==> config.mk <==
export PLATFORM = sky130hd
export DESIGN_NAME = tape_feed_stepper
export DESIGN_NICKNAME = d
export VERILOG_FILES = /design/src/rtl/tfs_pkg.sv /design/src/rtl/tfs_phase_gen.sv /design/src/rtl/tfs_miss_watch.sv /design/src/rtl/tape_feed_stepper.sv
export SDC_FILE = /design/constraint.sdc
export NUM_CORES = 1
export LEC_CHECK = 0
export BUFFER_PORTS_ARGS = -buffer_cell sky130_fd_sc_hd__buf_2
export CAP_MARGIN = 40
export CORE_AREA = 2 2 39 41
export DETAILED_ROUTE_END_ITERATION = 10
export DIE_AREA = 0 0 41 43
export PLACE_DENSITY = 0.71
export SKIP_CTS_REPAIR_TIMING = 1
export SLEW_MARGIN = 25
export SYNTH_ARGS = -nofsm -noshare
export SYNTH_HDL_FRONTEND = slang
export SYNTH_SLANG_ARGS = --single-unit
==> constraint.sdc <==
create_clock -name clk -period 2.36 [get_ports clk]
set_clock_uncertainty 0.2 [all_clocks]
set_input_delay 0.236 -clock clk [delete_from_list [all_inputs] [get_ports clk]]
set_output_delay 0.236 -clock clk [all_outputs]
set_load 0.01 [all_outputs]
==> src/rtl/tfs_pkg.sv <==
// Shared definitions for the tape feed stepper.
// Assumes a two-bit motor phase at the bottom of the control byte.
package tfs_pkg;
    localparam int unsigned PHASE_W = 2;
    localparam int unsigned PORT_W  = 8;

    // Reflected binary code of a phase index.
    function automatic logic [PHASE_W-1:0] idx_to_phase(input logic [PHASE_W-1:0] idx);
        return idx ^ (idx >> 1);
    endfunction
endpackage

==> src/rtl/tfs_phase_gen.sv <==
// Phase sequencer: keeps a free-running phase index and presents its
// reflected code. The index advances once for each accepted step.
// Assumes: the caller writes `phase` into the port in the same cycle it raises `adv`.
module tfs_phase_gen
    import tfs_pkg::*;
(
    input  logic               clk,
    input  logic               rst_n,
    input  logic               adv,
    output logic [PHASE_W-1:0] phase
);
    logic [PHASE_W-1:0] idx_q;

    // Advance the index on each accepted step.
    always_ff @(posedge clk) begin
        if (!rst_n)   idx_q <= '0;
        else if (adv) idx_q <= idx_q + 1'b1;
    end

    // Phase pattern derived from the current index.
    always_comb phase = idx_to_phase(idx_q);
endmodule

==> src/rtl/tfs_miss_watch.sv <==
// Missed-sprocket watchdog: counts steps since the last restart and
// flags expiry on the LIMIT-th one.
// Assumes: LIMIT >= 2; `restart` wins over a step in the same cycle.
module tfs_miss_watch #(
    parameter int unsigned LIMIT = 20
) (
    input  logic clk,
    input  logic rst_n,
    input  logic step,
    input  logic restart,
    output logic expire
);
    localparam int unsigned CW   = $clog2(LIMIT);
    localparam logic [CW-1:0] LAST = CW'(LIMIT - 1);

    logic [CW-1:0] cnt_q;

    // Expiry when the step that would reach LIMIT arrives.
    always_comb expire = step && !restart && (cnt_q == LAST);

    // Step counter with restart and wrap to zero on expiry.
    always_ff @(posedge clk) begin
        if (!rst_n)                 cnt_q <= '0;
        else if (restart || expire) cnt_q <= '0;
        else if (step)              cnt_q <= cnt_q + 1'b1;
    end
endmodule

==> src/rtl/tape_feed_stepper.sv <==
// Tape feed stepper top: steps the reader motor while searching and
// abandons the search when no sprocket arrives within LIMIT steps.
// Assumes: one-cycle input pulses; all outputs are registered.
module tape_feed_stepper
    import tfs_pkg::*;
#(
    parameter int unsigned        LIMIT     = 20,
    parameter logic [PORT_W-1:0]  CTRL_INIT = 8'h00
) (
    input  logic              clk,
    input  logic              rst_n,
    input  logic              step_tick,
    input  logic              sprocket_pulse,
    input  logic              search_start,
    output logic [PORT_W-1:0] ctrl_port,
    output logic              searching,
    output logic              timeout_pulse,
    output logic              sprocket_pend
);
    localparam int unsigned SET_BIT = 2;
    localparam int unsigned CLR_BIT = 3;

    logic               step_en;
    logic               restart;
    logic               expire;
    logic [PHASE_W-1:0] phase;
    logic [PORT_W-1:0]  port_nxt;

    // Accepted steps and watchdog restarts.
    always_comb begin
        step_en = searching && step_tick;
        restart = search_start || sprocket_pulse;
    end

    tfs_phase_gen u_phase (
        .clk   (clk),
        .rst_n (rst_n),
        .adv   (step_en),
        .phase (phase)
    );

    tfs_miss_watch #(.LIMIT(LIMIT)) u_watch (
        .clk     (clk),
        .rst_n   (rst_n),
        .step    (step_en),
        .restart (restart),
        .expire  (expire)
    );

    // Next control image: the phase goes into the low bits, expiry forces two bits.
    always_comb begin
        port_nxt = ctrl_port;
        if (step_en) port_nxt[PHASE_W-1:0] = phase;
        if (expire) begin
            port_nxt[SET_BIT] = 1'b1;
            port_nxt[CLR_BIT] = 1'b0;
        end
    end

    // Control image register.
    always_ff @(posedge clk) begin
        if (!rst_n) ctrl_port <= CTRL_INIT;
        else        ctrl_port <= port_nxt;
    end

    // Search flag: start arms it, expiry drops it.
    always_ff @(posedge clk) begin
        if (!rst_n)            searching <= 1'b0;
        else if (search_start) searching <= 1'b1;
        else if (expire)       searching <= 1'b0;
    end

    // Pending sprocket flag and timeout pulse.
    always_ff @(posedge clk) begin
        if (!rst_n) begin
            sprocket_pend <= 1'b0;
            timeout_pulse <= 1'b0;
        end else begin
            if (sprocket_pulse) sprocket_pend <= 1'b1;
            else if (expire)    sprocket_pend <= 1'b0;
            timeout_pulse <= expire;
        end
    end
endmodule

# [Word-level counts from Yosys, hierarchy flattened]
# Index checks and enable logic that the tools add are counted.
[totals] in_bits=5 regBits=13 elab_cells=24 out_inout_bits=11
[op_classes] bitwise_logic=2 mux=3 reduce_logical=9 eq_ne=1 n_addsub=2
[op_table] operator="adder 5 x 1 -> 5 bit, second input constant" n=1
[op_table] operator="equality test 5 bit, second input constant" n=1
[op_table] operator="nonzero test 2 bit" n=2
[op_table] operator="logical AND 1 bit" n=3
[op_table] operator="2-to-1 mux 1 bit" n=3
[op_table] operator="adder 2 x 1 -> 2 bit, second input constant" n=1
[op_table] operator="logical OR 1 bit" n=2
[op_table] operator="OR reduction 2 bit" n=1
[op_table] operator="bitwise XOR 2 x 1 -> 2 bit" n=1
[op_table] operator="logical NOT 1 bit" n=1
[op_table] operator="inverter 1 bit" n=1

# [Logic depth before layout (Yosys ltp)]
[logic_depth] depth_word=6 ltp_mapped=4 depth_no_buf=4

# [Cells and area by module]
# A second synthesis with hierarchy kept.
[unflattened] cells_unflattened=64 hier_area_um2=616.8
[modules_own_cells] module="tape_feed_stepper" area_each_um2=262.8 n_inst=1 seq_area_each_um2=120.1 cells_each=27
[modules_own_cells] module="tfs_miss_watch" area_each_um2=259.0 n_inst=1 seq_area_each_um2=100.1 cells_each=27
[modules_own_cells] module="tfs_phase_gen" area_each_um2=95.1 n_inst=1 seq_area_each_um2=40.0 cells_each=10

# [Worst setup path after synthesis]
# OpenSTA, ideal clock, no wires.
[synth_timing] path_type="register to register" start="register u_watch.cnt_q[0]" end="register sprocket_pend" arrival_time_ns=1.426 setup_time_ns=0.115 stages_incl_launch_ff=5 n_path_buf=0 path_slack_ns=0.620 period_less_slack_ns=1.740 t_required_ns=2.045 path_cell_list="dfxtp_1 -> ha_1 -> or4b_4 -> o31a_1 -> o21a_1"
[synth_between] elab_chain_cells=3
[synth_lines] element="start: declaration" line_no="tfs_miss_watch.sv:16" text="logic [CW-1:0] cnt_q;"
[synth_lines] element="start signal: assignment" line_no="tfs_miss_watch.sv:25" text="else if (step) cnt_q <= cnt_q + 1'b1;"
[synth_lines] element="equality test 5 bit" line_no="tfs_miss_watch.sv:19" text="always_comb expire = step && !restart && (cnt_q == LAST);"
[synth_lines] element="logical AND 1 bit" line_no="tfs_miss_watch.sv:19"
[synth_lines] element="nonzero test 2 bit (no source line)"
[synth_lines] element="end signal: assignment" line_no="tape_feed_stepper.sv:76" text="sprocket_pend <= 1'b0;"
[synth_lines] element="end signal: assignment" line_no="tape_feed_stepper.sv:79" text="if (sprocket_pulse) sprocket_pend <= 1'b1;"
[synth_lines] element="end signal: assignment" line_no="tape_feed_stepper.sv:80" text="else if (expire) sprocket_pend <= 1'b0;"
[synth_lines] element="end: declaration" line_no="tape_feed_stepper.sv:18" text="output logic sprocket_pend"
# Every way passes these cells.
# A chain may end at the register's enable or synchronous reset.

# [Final worst setup path]
# Ends and elaborated chain as after synthesis.

==> qor.yml <==
status: "completed"
hold_ws_ns: 0.0132
drtPass1Iterations: 4
root_buffer: "clkbuf_4"
slew_violations: 0
fillers: 141
yosysSeqAreaShare_pct: 42.2
ios: 16
synth_edf_count: 0
synth_warnings: 0
routedWlPerCell_um: 10.7
track_usage_pct: 13.7
die-area_um2: 1760
critical_path_class: "reg2reg"
critPathLaunchType: "register"
cts_num_sinks: 12
crit_path_top_delay_cell: "or4b_4"
power_leakage_nw: 0.248
fp.dieH_um: 43
p_per_area_nw_per_um2: 629
hold_depth: 2
htreeDepth: 1
dp_slack_ns: 0.556
drc: 0
setup_ws_ns: 0.541
crit_required_ns: 2.33
rows: 14
gp_congestion: 0.855
numCtsBuffers: 3
cts_tree: "built"
avgSynthCellArea_um2: 8.90
vdd_drop_max_v: 0.000344
via_count: 450
rsz0062_at_grt: "no"
postSynth.asyncResetShare_pct: 0
mostFrequentLayoutCells: "12 x dfxtp_1, 10 x buf_2, 8 x nand2_1"
postLayoutCoreUtil_pct: 46.1
diodes: 0
drtIter0Drc: 13
p_total_w: 0.000401
multi_input_area_um2: 288
regArea_um2: 240
vias_per_cell: 5.00
synth_seq_cells: 12
period_share_pct: 77.1
syn-cell-area_um2: 569
worstRegToRegCells: 4
layout-drive-gt1-share_pct: 20.3
core_region_area_um2: 1380
arrival_ns: 1.79
wirelength_um: 961
slowest_delay_ns: 0.50
grt_pass1_wl_um: 1620
drtAntennaViolNets: 0
synthDistinctLibCells: 26
grt_max_degree: 9
path_clk_slew_ns: 0.07
gr-total-overflow: 0
initial_core_util_pct: 41.1
syn2layout_area_growth_pct: 12.1
io_buffers: 10
crit_path_max_fanout: 4
die_x_um: 41
clk_latency_ns: 0.27
nets: 81
max_freq_ghz: 0.550
min_path_type: "in2reg"
final.setup.tns_ns: 0
setup_viol: 0
endpoint_kind: "register"
hpwl_um: 711
antenna_found_initial: 0
cts_max_path_buffers: 2
first_global_vias: 412
synthCells: 64
synth_flop_cell: "dfxtp_1"
period_needed_ns: 1.82
hold_viol: 0
maxCapViolCount: 0
final_common_cell: "dfxtp_1"
critical_path.cell_chain: "ha_1 > or4b_4 > o31a_1 > o21a_1"
layout make-up:
| class | count | area share [%] |
|---|---|---|
| multi-input cells | 47 | 45.1 |
| flip-flops and latches | 12 | 37.6 |
| repair buffers | 10 | 7.84 |
| clock buffers | 4 | 5.69 |
| well taps | 16 | 3.14 |
| inverters | 1 | 0.588 |
flip-flops by register name (all words and copies together) (netlist names):
name and flops:
sprocket_pend 1, u_phase.idx_q 1, u_watch.cnt_q 5, ctrl_port 3, timeout_pulse 1, searching 1
worst max-delay path, delay by kind of cell, from the launching register on:
family | cells | cell delay [ns]
AOI/OAI and AO/OA | 2 | 0.45
adders and majority gates | 1 | 0.20
and+or+nand+nor | 1 | 0.50
DFF | 1 | 0.38
path summary, 6_finish.rpt:
path | start | to | slack, ns
hold reg to reg | ctrl_port[1] | ctrl_port[1] | 0.27
setup / recovery | u_watch.cnt_q[0] | sprocket_pend | 0.54
setup reg to reg | u_watch.cnt_q[0] | sprocket_pend | 0.54
hold / removal | search_start | searching | 0.01
cell families (layout without fill, tap and decap cells):
logic type               after synthesis  in the layout  share of synthesized area [%]
adder cells (fa/ha/maj)                1              1                           2.20
XOR/XNOR                               2              2                           3.08
other                                  1              5                          0.659
buffers and inverters                  9             15                           9.89
AO/OA/AOI/OAI                         15             15                           18.2
AND/OR/NAND/NOR                       24             24                           23.7
flip-flops                            12             12                           42.2
synth_stat cells (all sizes together) (2+ instances only):
master	instances	area, µm²
a21oi	4	20.0
and2	3	18.8
buf	6	45.0
clkbuf	2	7.51
dfxtp	12	240
nand2	8	30.0
nand3	4	20.0
o2111ai	2	17.5
o21a	3	22.5
o21ai	2	10.0
or3	2	12.5
xnor2	2	17.5
metal layers:
metal  global-route usage [%]  routed length [µm]  vias to the layer above
li1                         -                   -                      235
met1                     18.8                 471                      198
met2                     18.1                 444                       15
met3                     1.57                  29                        2
met4                     11.3                  15                        0
met5                        0                   0                        -
power breakdown:
part | internal, W | switching, W
registers | 0.000207 | 0.00000450
logic | 0.0000115 | 0.0000166
clock network | 0.0000937 | 0.0000679
metrics by stage:
stage	instances	area, µm²
final	90	638
after global routing	90	638
after CTS	90	638
after detailed placement	86	602
after global placement	86	602
after floorplan	68	584
Note: power is estimated with default switching activity, not from simulation.
